<file path="src/rtl/sreg_pkg.sv">
package sreg_pkg;

  // Phase of the guard window as seen by each bit in the current cycle.
  typedef enum logic [1:0] {
    PH_OPEN    = 2'd0,  // guard low: strobes land in standard copy
    PH_GUARDED = 2'd1,  // guard high and staying high: strobes go to shadow
    PH_RELEASE = 2'd2   // guard high now, being cleared this cycle: merge
  } guard_phase_e;

endpackage

</file>
<file path="src/rtl/sreg_guard_ctrl.sv">
module sreg_guard_ctrl
  import sreg_pkg::*;
(
  input  logic         clk,
  input  logic         rst,
  input  logic         guard_wr,
  input  logic         guard_wdata,
  output logic         guard_q,
  output guard_phase_e phase
);

  always_ff @(posedge clk) begin
    if (rst)
      guard_q <= 1'b0;
    else if (guard_wr)
      guard_q <= guard_wdata;
  end

  always_comb begin
    if (!guard_q)
      phase = PH_OPEN;
    else if (guard_wr && !guard_wdata)
      phase = PH_RELEASE;
    else
      phase = PH_GUARDED;
  end

endmodule

</file>
<file path="src/rtl/sreg_row.sv">
module sreg_row
  import sreg_pkg::*;
#(
  parameter int          DATA_W      = 8,
  parameter logic [DATA_W-1:0] SHARED_MASK = 8'h0F
) (
  input  logic              clk,
  input  logic              rst,
  input  guard_phase_e      phase,
  input  logic              wr_hit,
  input  logic [DATA_W-1:0] wdata,
  input  logic [DATA_W-1:0] hw_set,
  output logic [DATA_W-1:0] std_q,
  output logic [DATA_W-1:0] shd_q
);

  for (genvar b = 0; b < DATA_W; b++) begin : g_bit
    // processor view of the bit after this cycle's write
    logic wbit;
    assign wbit = wr_hit ? wdata[b] : std_q[b];

    if (SHARED_MASK[b]) begin : g_shared
      logic std_n;
      logic shd_n;

      always_comb begin
        unique case (phase)
          PH_GUARDED: begin
            std_n = wbit;
            shd_n = shd_q[b] | hw_set[b];
          end
          PH_RELEASE: begin
            std_n = wbit | shd_q[b] | hw_set[b];
            shd_n = 1'b0;
          end
          default: begin
            std_n = wbit | hw_set[b];
            shd_n = 1'b0;
          end
        endcase
      end

      always_ff @(posedge clk) begin
        if (rst) begin
          std_q[b] <= 1'b0;
          shd_q[b] <= 1'b0;
        end else begin
          std_q[b] <= std_n;
          shd_q[b] <= shd_n;
        end
      end
    end else begin : g_plain
      always_ff @(posedge clk) begin
        if (rst)
          std_q[b] <= 1'b0;
        else
          std_q[b] <= wbit;
      end
      assign shd_q[b] = 1'b0;
    end
  end

endmodule

</file>
<file path="src/rtl/sreg_read_port.sv">
module sreg_read_port #(
  parameter int NUM_REGS = 4,
  parameter int DATA_W   = 8,
  parameter int ADDR_W   = 2
) (
  input  logic              clk,
  input  logic              rst,
  input  logic              rd_en,
  input  logic [ADDR_W-1:0] rd_addr,
  input  logic [DATA_W-1:0] regs [NUM_REGS],
  output logic [DATA_W-1:0] rdata
);

  logic [DATA_W-1:0] sel;

  always_comb begin
    sel = '0;
    for (int i = 0; i < NUM_REGS; i++)
      if (rd_addr == ADDR_W'(i))
        sel = regs[i];
  end

  always_ff @(posedge clk) begin
    if (rst)
      rdata <= '0;
    else if (rd_en)
      rdata <= sel;
  end

endmodule

</file>
<file path="src/rtl/sreg_bank.sv">
module sreg_bank
  import sreg_pkg::*;
#(
  parameter int          NUM_REGS    = 4,
  parameter int          DATA_W      = 8,
  parameter logic [DATA_W-1:0] SHARED_MASK = 8'h0F,
  parameter int          ADDR_W      = (NUM_REGS > 1) ? $clog2(NUM_REGS) : 1
) (
  input  logic                       clk,
  input  logic                       rst,
  input  logic                       reg_wr,
  input  logic                       reg_rd,
  input  logic [ADDR_W-1:0]          reg_addr,
  input  logic [DATA_W-1:0]          reg_wdata,
  output logic [DATA_W-1:0]          reg_rdata,
  input  logic                       guard_wr,
  input  logic                       guard_wdata,
  output logic                       guard_q,
  input  logic [NUM_REGS*DATA_W-1:0] hw_set
);

  localparam int FLAT_W = NUM_REGS * DATA_W;

  guard_phase_e      phase;
  logic [DATA_W-1:0] row_std [NUM_REGS];
  logic [DATA_W-1:0] row_shd [NUM_REGS];
  logic [FLAT_W-1:0] std_flat;
  logic [FLAT_W-1:0] shd_flat;

  sreg_guard_ctrl i_guard (
    .clk         (clk),
    .rst         (rst),
    .guard_wr    (guard_wr),
    .guard_wdata (guard_wdata),
    .guard_q     (guard_q),
    .phase       (phase)
  );

  for (genvar r = 0; r < NUM_REGS; r++) begin : g_row
    localparam logic [ADDR_W-1:0] IDX = ADDR_W'(r);
    logic hit;
    assign hit = reg_wr && (reg_addr == IDX);

    sreg_row #(
      .DATA_W      (DATA_W),
      .SHARED_MASK (SHARED_MASK)
    ) i_row (
      .clk    (clk),
      .rst    (rst),
      .phase  (phase),
      .wr_hit (hit),
      .wdata  (reg_wdata),
      .hw_set (hw_set[r*DATA_W +: DATA_W]),
      .std_q  (row_std[r]),
      .shd_q  (row_shd[r])
    );

    assign std_flat[r*DATA_W +: DATA_W] = row_std[r];
    assign shd_flat[r*DATA_W +: DATA_W] = row_shd[r];
  end

  sreg_read_port #(
    .NUM_REGS (NUM_REGS),
    .DATA_W   (DATA_W),
    .ADDR_W   (ADDR_W)
  ) i_rd (
    .clk     (clk),
    .rst     (rst),
    .rd_en   (reg_rd),
    .rd_addr (reg_addr),
    .regs    (row_std),
    .rdata   (reg_rdata)
  );

endmodule

</file>
<file path="config.mk">
export PLATFORM = sky130hd
export DESIGN_NAME = sreg_bank
export DESIGN_NICKNAME = d
export VERILOG_FILES = /design/src/rtl/sreg_pkg.sv /design/src/rtl/sreg_guard_ctrl.sv /design/src/rtl/sreg_row.sv /design/src/rtl/sreg_read_port.sv /design/src/rtl/sreg_bank.sv
export SDC_FILE = /design/constraint.sdc
export NUM_CORES = 1
export LEC_CHECK = 0
export BUFFER_PORTS_ARGS = -buffer_cell sky130_fd_sc_hd__buf_2
export CORE_AREA = 4 4 75 77
export CTS_CLUSTER_DIAMETER = 40
export DETAILED_ROUTE_END_ITERATION = 7
export DIE_AREA = 0 0 79 81
export MAX_ROUTING_LAYER = met4
export PLACE_DENSITY = 0.73
export SYNTH_ARGS = -nofsm -noshare
export SYNTH_HDL_FRONTEND = slang
export SYNTH_SLANG_ARGS = --single-unit
</file>
<file path="constraint.sdc">
create_clock -name clk -period 1.1 [get_ports clk]
set_input_delay 0.165 -clock clk [delete_from_list [all_inputs] [get_ports clk]]
set_output_delay 0.165 -clock clk [all_outputs]
set_load 0.05 [all_outputs]
</file>
# Word-level counts from Yosys, hierarchy flattened
# Index checks and enable logic that the tools add are counted.
[word_totals]
out_inout_bits = 9
wordCells = 166
romBits = 0
ramBits = 0
memories = 0
latch_bits = 0
ff_bits = 57
[op_classes]
magnitude_cmp = 0
reduce_logical = 8
n_bitwise = 65
shift = 0
n_div = 0
n_mul = 0
n_eq_ne = 5
addsub = 0
n_mux = 38
[ops]
columns = ["op", "count"]
rows = [
  ["$or 1x1->1", 64],
  ["$mux 8", 4],
  ["$pmux 1 s2", 16],
  ["$mux 1", 16],
  ["$eq 2x2->1 const B", 3],
  ["$logic_and 1x1->1", 5],
  ["$eq 2x1->1 const B", 2],
  ["$mux 2", 2],
  ["$logic_not 2->1", 1],
  ["$reduce_or 2->1", 1],
  ["$logic_not 1->1", 1],
  ["$not 1->1", 1],
]

# Logic depth before layout (Yosys ltp)
[depth]
depth_word = 7
ltp_mapped = 5
ltp_nobuf = 3

# Cells and area by module
# Synthesis repeated with hierarchy kept, for this count alone.
[hier_totals]
hier_cells = 248
area_unflattened_um2 = 2626.3
[by_module_without_submodules]
columns = ["mod", "cells_each", "n_inst", "area_per_inst_um2"]
rows = [
  ["sreg_row", 48, 4, 505.5],
  ["sreg_read_port", 46, 1, 514.2],
  ["sreg_guard_ctrl", 6, 1, 52.6],
  ["sreg_bank", 4, 1, 37.5],
]

# Worst setup path before layout
# Ideal clock, no wire load.
[synth_timing]
kind = "register to register"
from = "register i_guard.guard_q"
to = "register g_row[0].i_row.std_q[0]"
t_arrival_ns = 1.457
setup_ns = 0.134
setup_slack_ns = -0.491
path_stages_with_launch = 5
n_path_buf = 2
path_cell_list = "dfxtp_1 > buf_2 > a21o_1 > clkbuf_1 > o22ai_1"
[synth_via]
elab_chain_len = 3
[synth_lines]
columns = ["element", "line", "source"]
rows = [
  ["start, declared", "sreg_guard_ctrl.sv:8", "output logic guard_q,"],
  ["start signal, assigned", "sreg_guard_ctrl.sv:16", "guard_q <= guard_wdata;"],
  ["$mux 2 (*)", "sreg_guard_ctrl.sv:20", "if (!guard_q)"],
  ["$eq 2x2->1 / $eq 2x1->1 (equally long branches)", "sreg_row.sv:27", "unique case (phase)"],
  ["$pmux 1 s2 (*)", "sreg_row.sv:27", ""],
  ["end signal, assigned by index", "sreg_row.sv:48", "std_q[b] <= std_n;"],
  ["end, declared", "sreg_row.sv:13", "output logic [DATA_W-1:0] std_q,"],
]
# Every way passes the cells marked *; elsewhere a longest branch is shown, timed or not.
# A chain may end at the register's enable or synchronous reset.

# Final worst setup path
[layout_timing]
from = "register g_row[3].i_row.std_q[3]"
to = "register i_rd.rdata[3]"
[layout_via]
elab_chain_len = 1
[layout_lines]
columns = ["element", "line", "source"]
rows = [
  ["start, declared", "sreg_row.sv:13", ""],
  ["start signal, assigned by index", "sreg_row.sv:48", ""],
  ["$mux 8", "sreg_read_port.sv:19", "if (rd_addr == ADDR_W'(i))"],
  ["end signal, assigned", "sreg_read_port.sv:27", "rdata <= sel;"],
  ["end, declared", "sreg_read_port.sv:11", "output logic [DATA_W-1:0] rdata"],
]
# No other way between the ends.

==> reports/qor.yml <==
ys_warn_count: 0
finalHoldViolations: 0
cts_setup_buffers: 0
p_per_area_nw_per_um2: 1659
dr.pass1.iters: 4
routedWlPerCell_um: 13.93
die_y_um: 81
setup.worst_path.class: "reg2reg"
grt_max_degree: 41
power_frac_seq: 0.475
slew_headroom: 0.8007
swShare: 0.2370
period_share: 0.9912
antenna_left: 0
avgSynthCellArea_um2: 10.50
status: "complete, no violations"
grt_first_pass_wirelength_mm: 8.010
finalCriticalPeriod_ns: 1.090
holdWs_ns: 0.04940
initial_utilization: 0.4548
die-area_um2: 6399
htree_num_levels: 3
drc_errors: 0
grt_pass1_vias: 1648
worstMarginPinSlew_ns: 0.2990
cts.sinks: 57
root_buffer: "clkbuf_8"
clk_latency_ns: 0.34
crit_slowest_cell: "mux4_2"
clockBufferDepth: 2
gp_congestion: 0.7698
drt_iter0_drc: 88
antenna_cells: 0
p_leak_nw: 1.330
hold_buffers: 0
drive_gt1_frac: 0.3297
port_buffers: 40
hold_depth: 2
use_met3: 0.06984
critical_path.startpoint_type: "flip-flop"
crit_start: "g_row[3].i_row.std_q[3]"
fmax_mhz: 917.2
grt_use_total: 0.1756
rsz0062_at_grt: "yes"
r2r_cells: 3
dp_hpwl_mm: 3.406
critPathTopFamily: "multiplexers"
syn_nets: 265
final_cells: 343
syn_to_final_growth_pct: 25.54
cts_tree: "yes"
slowest_delay_ns: 0.46
p_clk_frac: 0.402
yosys.cell_types.count: 17
ys_seq_area_frac: 0.5008
skew_ns: 0.006396
viasPerCell: 5.026
rows: 26
coreArea_um2: 5010
chipWidth_um: 79
grt.overflow.total: 0
switchingPower_mw: 1.125
syn_area_um2: 2278
rrSetupSlack_ns: 0.01
path_buf_inv: 0
required_ns: 1.33
busiest_layer: "met2"
cts_made_buffers: 9
setup_viol: 0
clkTransAtPathRegs_ns: 0.06
hold_start: "rst"
post-place-cells: 328
crit_path_end_kind: "flip-flop"
use_met1: 0.2127
path_cells: "mux4_2 -> mux2i_1 -> nor2_1"
num_vias: 1724
io-pin-count: 57
arrival_ns: 1.32
synthCells: 217
rr_startpoint: "g_row[3].i_row.std_q[3]"
hp-class: "in2reg"
met2_usage: 0.2593
nets: 317
worstReg2RegEnd: "i_rd.rdata[3]"
drt-total-wl_mm: 4.778
min_to: "i_guard.guard_q"
slew_violations: 0
maxCapViolations: 0
intPower_mw: 3.620
pwr-share-comb: 0.124
ir_drop_v: 0.001113
cp_max_fo: 2
antenna_found_initial: 0
yosys_register_bits: 57
-- metal layers --
layer,wire (um),share of wire
met1,2168,0.45
met2,2209,0.46
met3,314,0.066
met4,86,0.018
met5,0,0
-- cell usage after synthesis (all sizes together) --
| library cell | number | share of area |
|---|---|---|
| mux4 | 8 | 0.082 |
| nand3b | 3 | 0.0099 |
| mux2i | 41 | 0.18 |
| nand3 | 1 | 0.0044 |
| clkbuf | 6 | 0.0099 |
| dfxtp | 57 | 0.50 |
| buf | 9 | 0.028 |
| a21o | 1 | 0.0033 |
| a21oi | 16 | 0.035 |
| nand2b | 1 | 0.0027 |
| nor3b | 1 | 0.0055 |
| o22ai | 16 | 0.044 |
| nor2 | 57 | 0.094 |
-- worst max-delay path by stage --
stage | to | slack, ns | cells after the start
2_1_floorplan | g_row[0].i_row.std_q[1] | -0.04 | 4
3_3_place_gp | i_rd.rdata[3] | -0.26 | 4
3_5_place_dp | i_rd.rdata[3] | -0.27 | 4
4_1_cts | i_rd.rdata[3] | 0.008 | 3
5_1_grt | i_rd.rdata[5] | -0.07 | 3
6_report | i_rd.rdata[3] | 0.01 | 3
-- cell usage in the layout (no fill, tap or decap), types with 2 or more instances in the layout --
| cell | n |
|---|---|
| buf_4 | 21 |
| buf_2 | 30 |
| dfxtp_1 | 48 |
| nand3b_1 | 3 |
| a21oi_1 | 16 |
| nor2_1 | 57 |
| buf_12 | 2 |
| clkbuf_8 | 11 |
| mux2i_1 | 41 |
| dfxtp_2 | 8 |
| o22ai_1 | 16 |
| clkinv_2 | 2 |
| buf_6 | 2 |
| mux4_2 | 8 |
-- cell families (layout without fill, tap and decap cells) --
group | Yosys count | count (layout) | synth area share
AND/OR/NAND/NOR | 63 | 63 | 0.1164
flip-flops | 57 | 57 | 0.5008
multiplexers | 49 | 49 | 0.2625
AO/OA/AOI/OAI | 33 | 33 | 0.08238
buffers and inverters | 15 | 71 | 0.03789
-- power by group through the flow --
stage | clock (mW) | combinational (mW) | sequential [mW]
global placement | 0 | 0.560 | 2.28
finish | 1.91 | 0.586 | 2.25
detailed placement | 0 | 0.571 | 2.29
floorplan | 0 | 0.343 | 2.33
global route | 2.07 | 0.647 | 2.27
CTS | 1.98 | 0.585 | 2.25
-- metrics by stage --
stage               area, um2  utilization  setup slack [ns]  power, mW  TNS, ns
floorplan                2308            -          -0.03822      2.672  -0.3816
global placement         2629       0.5247           -0.2572      2.844   -6.701
global route             2860       0.5709          -0.06644      4.985  -0.2943
detailed placement       2629       0.5247           -0.2727      2.862   -7.684
finish                   2860       0.5709          0.009712      4.745        0
CTS                      2840       0.5669          0.008255      4.812        0
-- final cells by class --
cell class	count	area, um2
Timing Repair Buffer	56	377.9
Multi-Input combinational cell	145	1045
Tap cell	70	87.58
Sequential cell	57	1155
Fill cell	489	2150
Clock inverter	3	40.04
Clock buffer	12	155.1
-- timing repair --
item	4_1_cts	5_1_grt
gates cloned	0	0
gates resized for setup	12	11
endpoints found under the setup margin	12	12
pin swaps	0	3
-- worst reg2reg max path, stage by stage (launching register included) --
cell and delay, ns:
dfxtp_2 0.32, mux4_2 0.46, mux2i_1 0.14, nor2_1 0.06
-- flip-flops by register name (all words and copies together), names as in the netlist --
name and cells:
g_row.i_row.std_q 32, g_row.i_row.shd_q 16, i_rd.rdata 8, i_guard.guard_q 1
Power figures use the tool's default switching activity.
